--- config.mk ---
export PLATFORM = sky130hd
export DESIGN_NAME = irq_agg
export DESIGN_NICKNAME = d
export VERILOG_FILES = /design/src/rtl/irq_agg_pkg.sv /design/src/rtl/irq_agg_sync.sv /design/src/rtl/irq_agg_bank.sv /design/src/rtl/irq_agg.sv
export SDC_FILE = /design/constraint.sdc
export NUM_CORES = 1
export LEC_CHECK = 0
export ABC_CLOCK_PERIOD_IN_PS = 1150
export BUFFER_PORTS_ARGS = -buffer_cell sky130_fd_sc_hd__buf_2
export CORE_MARGIN = 8
export CORE_UTILIZATION = 52
export DETAILED_ROUTE_END_ITERATION = 10
export GPL_ROUTABILITY_DRIVEN = 0
export HOLD_SLACK_MARGIN = 0.1
export PLACE_DENSITY = 0.74
export SLEW_MARGIN = 10
export SYNTH_ARGS = -nofsm -noshare
export SYNTH_HDL_FRONTEND = slang
export SYNTH_SLANG_ARGS = --single-unit
--- constraint.sdc ---
create_clock -name clk -period 1.15 [get_ports clk]
set_input_delay 0.115 -clock clk [delete_from_list [all_inputs] [get_ports clk]]
set_output_delay 0.115 -clock clk [all_outputs]
set_load 0.01 [all_outputs]
--- src/rtl/irq_agg_pkg.sv ---
package irq_agg_pkg;
  localparam int BYTE_W = 8;

  // Low address bit selects the register kind inside a bank.
  typedef enum logic {
    REG_STATUS = 1'b0,
    REG_MASK   = 1'b1
  } reg_kind_e;
endpackage

--- src/rtl/irq_agg_sync.sv ---
module irq_agg_sync #(
  parameter int W = 8
) (
  input  logic         clk,
  input  logic         rst_n,
  input  logic [W-1:0] din,
  output logic [W-1:0] level,
  output logic [W-1:0] rise
);
  logic [W-1:0] meta_q, sync_q, prev_q;

  always_ff @(posedge clk or negedge rst_n) begin
    if (!rst_n) begin
      meta_q <= '0;
      sync_q <= '0;
      prev_q <= '0;
    end else begin
      meta_q <= din;
      sync_q <= meta_q;
      prev_q <= sync_q;
    end
  end

  assign level = sync_q;
  assign rise  = sync_q & ~prev_q;
endmodule

--- src/rtl/irq_agg_bank.sv ---
module irq_agg_bank #(
  parameter int           W        = 8,
  parameter logic [W-1:0] LVL_BITS = '0
) (
  input  logic         clk,
  input  logic         rst_n,
  input  logic [W-1:0] rise,
  input  logic [W-1:0] level,
  input  logic         wr_mask,
  input  logic         rd_clr,
  input  logic [W-1:0] wr_data,
  output logic [W-1:0] mask_q,
  output logic [W-1:0] status,
  output logic [W-1:0] cap_q,
  output logic [W-1:0] new_cap,
  output logic         pend_any
);
  logic [W-1:0] cap_d;

  // Edge bits are captured only while enabled; level bits never latch.
  assign new_cap = rise & mask_q & ~LVL_BITS;

  always_comb begin
    cap_d = rd_clr ? '0 : cap_q;
    cap_d = cap_d | new_cap;
  end

  always_ff @(posedge clk or negedge rst_n) begin
    if (!rst_n) begin
      mask_q <= '0;
      cap_q  <= '0;
    end else begin
      cap_q <= cap_d;
      if (wr_mask) mask_q <= wr_data;
    end
  end

  assign status   = cap_q | (level & LVL_BITS);
  assign pend_any = |(status & mask_q);
endmodule

--- src/rtl/irq_agg.sv ---
module irq_agg
  import irq_agg_pkg::*;
#(
  parameter int NUM_BANKS = 3,
  parameter int BANK_W    = BYTE_W,
  parameter int LEVEL_SRC = 12,
  localparam int NSRC     = NUM_BANKS * BANK_W,
  localparam int ADDR_W   = $clog2(2 * NUM_BANKS)
) (
  input  logic              clk,
  input  logic              rst_n,
  input  logic [NSRC-1:0]   irq_src,
  input  logic [ADDR_W-1:0] addr,
  input  logic              wr_en,
  input  logic [BANK_W-1:0] wr_data,
  input  logic              rd_en,
  output logic [BANK_W-1:0] rd_data,
  output logic              irq_out
);
  localparam int BSEL_W = ADDR_W - 1;
  localparam logic [NSRC-1:0] LVL_ALL = NSRC'(1) << LEVEL_SRC;

  logic [NSRC-1:0] lvl_all, rise_all;
  logic [NSRC-1:0] mask_all, cap_all, new_all, stat_all;
  logic [NUM_BANKS-1:0] pend_vec;

  reg_kind_e         kind;
  logic [BSEL_W-1:0] sel_bank;
  logic [BANK_W-1:0] rd_mux;

  assign kind     = reg_kind_e'(addr[0]);
  assign sel_bank = addr[ADDR_W-1:1];

  irq_agg_sync #(.W(NSRC)) u_sync (
    .clk   (clk),
    .rst_n (rst_n),
    .din   (irq_src),
    .level (lvl_all),
    .rise  (rise_all)
  );

  for (genvar b = 0; b < NUM_BANKS; b++) begin : g_bank
    logic hit;
    assign hit = (sel_bank == BSEL_W'(b));

    irq_agg_bank #(
      .W        (BANK_W),
      .LVL_BITS (LVL_ALL[b*BANK_W +: BANK_W])
    ) u_bank (
      .clk      (clk),
      .rst_n    (rst_n),
      .rise     (rise_all[b*BANK_W +: BANK_W]),
      .level    (lvl_all[b*BANK_W +: BANK_W]),
      .wr_mask  (wr_en && hit && kind == REG_MASK),
      .rd_clr   (rd_en && hit && kind == REG_STATUS),
      .wr_data  (wr_data),
      .mask_q   (mask_all[b*BANK_W +: BANK_W]),
      .status   (stat_all[b*BANK_W +: BANK_W]),
      .cap_q    (cap_all[b*BANK_W +: BANK_W]),
      .new_cap  (new_all[b*BANK_W +: BANK_W]),
      .pend_any (pend_vec[b])
    );
  end

  always_comb begin
    rd_mux = '0;
    for (int b = 0; b < NUM_BANKS; b++) begin
      if (sel_bank == BSEL_W'(b)) begin
        rd_mux = (kind == REG_MASK) ? mask_all[b*BANK_W +: BANK_W]
                                    : stat_all[b*BANK_W +: BANK_W];
      end
    end
  end

  always_ff @(posedge clk or negedge rst_n) begin
    if (!rst_n) begin
      rd_data <= '0;
      irq_out <= 1'b0;
    end else begin
      if (rd_en) rd_data <= rd_mux;
      irq_out <= |pend_vec;
    end
  end
endmodule

==> impl_metrics.env, run 1 <==
export IMPL_fp_dieW_um=109
export IMPL_drc=0
export IMPL_ir_worst_vdd_mv=1.52
export IMPL_area_growth_pct=46.0
export IMPL_cts_clk_slew_worst_paths_ps=60
export IMPL_worstMarginPinSlew_ps=483
export IMPL_dpl_instance_area_um2=5370
export IMPL_postRouteAntennaNets=0
export IMPL_cts_sinks=127
export IMPL_num_antenna_cells=0
export IMPL_place_inst=498
export IMPL_clockBufferDepth=2
export IMPL_wire_per_inst_um=21.2
export IMPL_syn_inst=289
export IMPL_synth_area_leader_cell="dfrtp_1"
export IMPL_period_minus_slack_ps=1320
export IMPL_register_area_um2=3180
export IMPL_setup_viol=15
export IMPL_drt_iter0_drc=200
export IMPL_ios=48
export IMPL_vias=3255
export IMPL_ys_top_cells_by_area="dfrtp_1, mux2_2, mux2_4"
export IMPL_synth_warnings=0
export IMPL_required_ps=1550
export IMPL_yosys_area_top_type_share=0.705
export IMPL_design_area_um2=6580
export IMPL_fin_cells=584
export IMPL_crit_arrival_ps=1720
export IMPL_viasPerCell=5.57
export IMPL_drive_above_1_share=0.454
export IMPL_hold_viol=0
export IMPL_syn_area_per_cell_um2=15.6
export IMPL_fin_crit_sh=1.15
export IMPL_core_rowCount=34
export IMPL_violations="negative setup slack"
export IMPL_leakage_uw=0.00303
export IMPL_clk_latency_ps=520
export IMPL_worstHoldPathType="in -> reg"
export IMPL_cp_max_fo=2
export IMPL_cts_tree="yes"
export IMPL_slew_headroom=0.677
export IMPL_hpwl_mm=7.21
export IMPL_core_um2=8550
export IMPL_fmax_ghz=0.759
export IMPL_dr_pass1_iters=4
export IMPL_grt_usage=0.202
export IMPL_crit_chain="a22oi_2 -> nand4_1 -> or3_1"
export IMPL_synth_distinct_cells=23
export IMPL_wirelength_mm=12.4
export IMPL_numCtsBuffers=17
export IMPL_drv_slew=0
export IMPL_start_util=0.527
export IMPL_slowest_delay_ps=420
export IMPL_grt_max_degree=47
export IMPL_fillCellCount=463
export IMPL_ys_seq_area_frac=0.705
export IMPL_status="complete, but fails checks"
export IMPL_critPathKind="reg -> reg"
export IMPL_synthesis_area_um2=4510
export IMPL_setup_slack_ps=-167
export IMPL_cap_violations=0
export IMPL_fin_nets=503
export IMPL_die_h_um=109
export IMPL_htree_num_levels=4
export IMPL_synth_seq_cells=127
export IMPL_p_per_area_nw_per_um2=1980
export IMPL_rsz0062_at_grt="true"
export IMPL_fin_util=0.769
export IMPL_end_kind="flip-flop"
export IMPL_antenna_found_initial=0
export IMPL_cp_slowest_cell="dfrtp_1"
export IMPL_cts_root_buf="clkbuf_8"
export IMPL_grt_pass1_wl_mm=17.7
export IMPL_synth_nets=328
export IMPL_grt_overflow_total=0
export IMPL_dieArea_um2=11900
export IMPL_start_kind="flip-flop"
export IMPL_grt_pass1_vias=3386
export IMPL_fin_skew_ps=6.43
export IMPL_multiInputGateArea_um2=1320
export IMPL_dp_slack_ps=-142
export IMPL_portBuffers=47
==> cell families (layout without fill, tap and decap cells) <==
| logic type | after synthesis | count (layout) | share of synthesized area |
|---|---|---|---|
| multiplexers | 48 | 48 | 0.127 |
| AND/OR/NAND/NOR | 36 | 36 | 0.0430 |
| flip-flops | 127 | 127 | 0.705 |
| buffers and inverters | 19 | 206 | 0.0219 |
| AO/OA/AOI/OAI | 59 | 59 | 0.103 |
==> metrics by stage <==
stage / hold WS [ps] / TNS, ps / power, uW
6_report: 125 / -767 / 13000
5_1_grt: 131 / -1270 / 13500
2_1_floorplan: -181 / 0 / 6390
4_1_cts: 109 / -554 / 12700
3_3_place_gp: 23.8 / -1490 / 7500
3_5_place_dp: 24.6 / -2560 / 7620
==> final cells by class <==
class	count	area share
timing repair buffer	165	0.209
clock buffer	18	0.0650
tap	108	0.0205
sequential	127	0.483
clock inverter	13	0.0165
multi-input combinational	143	0.200
inverter	10	0.00571
==> sequential cells by signal, indices dropped and copies added (netlist names) <==
register and cells:
g_bank.u_bank.mask_q 24, u_sync.prev_q 23, irq_out 1, u_sync.level 24
g_bank.u_bank.cap_q 23, rd_data 8, u_sync.meta_q 24
==> placed cells by master (no fill, tap or decap), types with 3 or more instances in the layout <==
| cell type | count |
|---|---|
| a22oi_1 | 7 |
| a22oi_2 | 5 |
| a31oi_1 | 8 |
| a32o_1 | 10 |
| buf_12 | 5 |
| buf_2 | 44 |
| buf_4 | 58 |
| buf_6 | 16 |
| clkbuf_16 | 16 |
| clkinv_4 | 5 |
| clkinvlp_4 | 3 |
| dfrtp_1 | 127 |
| dlygate4sd3_1 | 41 |
| inv_1 | 10 |
| inv_6 | 3 |
| mux2_2 | 34 |
| mux2_4 | 14 |
| nand2_1 | 24 |
| nand4_1 | 3 |
| o21bai_1 | 6 |
| o22ai_1 | 5 |
| o22ai_2 | 3 |
| o2bb2ai_1 | 13 |
==> worst max-delay path, delay by kind of cell, from the launching register on <==
family / cells / cell delay [ps]
AO/OA/AOI/OAI: 1 / 280
AND/OR/NAND/NOR: 2 / 490
flip-flops: 1 / 420
==> final timing paths <==
path,start,end,slack [ps],cells after the start
min in group asynchronous,rst_n,u_sync.meta_q[2],540,3
worst min register to register,u_sync.meta_q[5],u_sync.level[5],350,0
max in group asynchronous,rst_n,g_bank[2].u_bank.mask_q[7],130,4
worst max register to register,g_bank[2].u_bank.mask_q[3],irq_out,-170,3
worst max-delay path,g_bank[2].u_bank.mask_q[3],irq_out,-170,3
worst min-delay path,wr_en,g_bank[1].u_bank.mask_q[5],130,3
==> layer usage <==
metal,GRT usage,vias up,share of wire
met5,0,-,0
met4,0.0968,0,0.034
met3,0.0768,32,0.070
met2,0.324,134,0.50
met1,0.233,1679,0.40
li1,-,1410,-
==> cells in the mapped netlist, drive strengths merged <==
cell and count:
dfrtp 127, mux2 48, nand2 24, o2bb2ai 13
a22oi 12, a32o 10, inv 10, a31oi 8
buf 8, o21bai 8, o22ai 8, nand4 3
nor2b 3, nand3 2, and3 1, clkbuf 1
nand3b 1, nor2 1, or3 1
==> power by group <==
part	internal (uW)	leakage [uW]	switching, uW
Sequential	5060	0.00147	431
Clock	2730	0.000256	2070
Combinational	1650	0.00130	1090
Total	9440	0.00303	3590
==> timing repair <==
| item | 4_1_cts | 5_1_grt |
|---|---|---|
| setup buffers | 5 | 9 |
| resized for setup | 13 | 20 |
| pin swaps | 4 | 13 |
| hold endpoints to repair | 184 | 0 |
| endpoints found under the setup margin | 15 | 54 |
| hold buffers | 41 | 0 |
Note: power is estimated with default switching activity, not from simulation.
==> run 2: changes to the inputs <==
- ABC_CLOCK_PERIOD_IN_PS: 1150 -> 1540
- CORE_UTILIZATION: 52 -> 60
- PLACE_DENSITY: 0.74 -> 0.8
- clock period: 1.15 -> 1.54 ns (I/O delays scaled with it)
==> impl_metrics.env, run 2 (synthesized netlist as in run 1, its figures left out) <==
export IMPL_ios=48
export IMPL_dp_slack_ps=113
export IMPL_fmax_ghz=0.684
export IMPL_place_inst=434
export IMPL_drt_iter0_drc=210
export IMPL_register_area_um2=3180
export IMPL_clk_latency_ps=520
export IMPL_dr_pass1_iters=5
export IMPL_rsz0062_at_grt="false"
export IMPL_clockBufferDepth=2
export IMPL_p_total_uw=9210
export IMPL_setup_viol=0
export IMPL_fin_crit_sh=0.949
export IMPL_cap_violations=0
export IMPL_antenna_found_initial=0
export IMPL_core_um2=7250
export IMPL_area_growth_pct=29.6
export IMPL_multiInputGateArea_um2=1230
export IMPL_ir_worst_vdd_mv=1.14
export IMPL_cts_tree="yes"
export IMPL_fin_skew_ps=6.23
export IMPL_finalSetupTns_ps=0
export IMPL_cp_max_fo=12
export IMPL_r2r_end="irq_out"
export IMPL_hpwl_mm=6.21
export IMPL_critPathKind="in -> reg"
export IMPL_numCtsBuffers=17
export IMPL_cts_sinks=127
export IMPL_postRouteAntennaNets=0
export IMPL_reg2reg_slack_ps=160
export IMPL_die_h_um=103
export IMPL_fillCellCount=387
export IMPL_cts_root_buf="clkbuf_8"
export IMPL_wirelength_mm=10.8
export IMPL_grt_pass1_wl_mm=17.4
export IMPL_end_kind="flip-flop"
export IMPL_final_cell_mix="dfrtp_1, buf_2, mux2_2"
export IMPL_drc=0
export IMPL_viasPerCell=5.78
export IMPL_portBuffers=47
export IMPL_grt_pass1_vias=3181
export IMPL_htree_num_levels=4
export IMPL_worstMarginPinSlew_ps=508
export IMPL_status="completed"
export IMPL_required_ps=1940
export IMPL_period_minus_slack_ps=1460
export IMPL_slew_headroom=0.662
export IMPL_core_rowCount=31
export IMPL_wire_per_inst_um=21.6
export IMPL_start_util=0.621
export IMPL_grt_max_degree=43
export IMPL_num_antenna_cells=0
export IMPL_worstHoldPathType="in -> async"
export IMPL_setup_slack_ps=77.9
export IMPL_fin_nets=429
export IMPL_r2r_start="g_bank[2].u_bank.mask_q[0]"
export IMPL_final_common_cell="dfrtp_1"
export IMPL_drv_slew=0
export IMPL_fin_cells=502
export IMPL_dieArea_um2=10500
export IMPL_drive_above_1_share=0.345
export IMPL_vias=2902
export IMPL_start_kind="input pin"
export IMPL_crit_arrival_ps=1860
export IMPL_grt_usage=0.232
export IMPL_cts_clk_slew_worst_paths_ps=60
export IMPL_leakage_uw=0.00262
export IMPL_p_per_area_nw_per_um2=1580
export IMPL_grt_overflow_total=0
export IMPL_hold_viol=0
export IMPL_fp_dieW_um=103
export IMPL_r2r_cells=3
==> run 2: cell types whose count changed in the layout (fill, tap and decap cells not counted), moves of 5 or more <==
cell	previous run	this run
buf_4	58	7
buf_6	16	0
mux2_2	34	40
mux2_4	14	8
a22oi_1	7	12
a22oi_2	5	0
dlygate4sd3_1	41	36
==> run 2: worst max-delay path, stage by stage <==
cell and delay (ps):
dlygate4sd3_1 530, buf_2 230, nor2b_1 360, nand2_1 300, a32o_1 300
==> run 2: layout make-up <==
cell class                 count  area share
clock buffer                  18      0.0733
clock inverter                14      0.0270
inverter                      10     0.00643
multi-input combinational    143       0.211
sequential                   127       0.544
tap                           99      0.0212
timing repair buffer          91       0.117
==> run 2: layer usage <==
metal / global-route usage / vias to the layer above / wire length (um)
met1: 0.258 / 1466 / 4030
met4: 0.128 / 0 / 391
met2: 0.385 / 140 / 5610
li1: - / 1265 / -
met3: 0.0804 / 31 / 801
met5: 0 / - / 0
==> run 2: per-stage QoR <==
| step | hold WS (ps) | area (um^2) | utilization |
|---|---|---|---|
| 2_1_floorplan | -142 | 4510 | - |
| 3_3_place_gp | 150 | 4890 | 0.674 |
| 3_5_place_dp | 156 | 4890 | 0.674 |
| 4_1_cts | 137 | 5840 | 0.805 |
| 5_1_grt | 149 | 5840 | 0.805 |
| 6_report | 143 | 5840 | 0.805 |
==> run 2: power by group <==
part | internal [uW] | switching, uW
combinational | 642 | 503
sequential | 3780 | 407
clock | 2370 | 1510
==> run 2: worst max path at each step <==
stage,startpoint,endpoint,slack [ps],depth (start not counted)
4_1_cts,addr[2],g_bank[0].u_bank.mask_q[6],50,5
6_report,addr[1],g_bank[1].u_bank.cap_q[1],80,5
3_3_place_gp,addr[0],rd_data[2],160,5
5_1_grt,addr[1],g_bank[1].u_bank.cap_q[2],10,5
3_5_place_dp,addr[0],rd_data[2],110,5
2_1_floorplan,g_bank[2].u_bank.mask_q[1],irq_out,410,3
==> run 2: timing repair <==
action | in CTS | in global routing
hold buffers | 36 | 0
buffers inserted | 0 | 0
endpoints found under the setup margin | 0 | 3
resized for setup | 0 | 1
endpoints found under the hold margin | 182 | 0
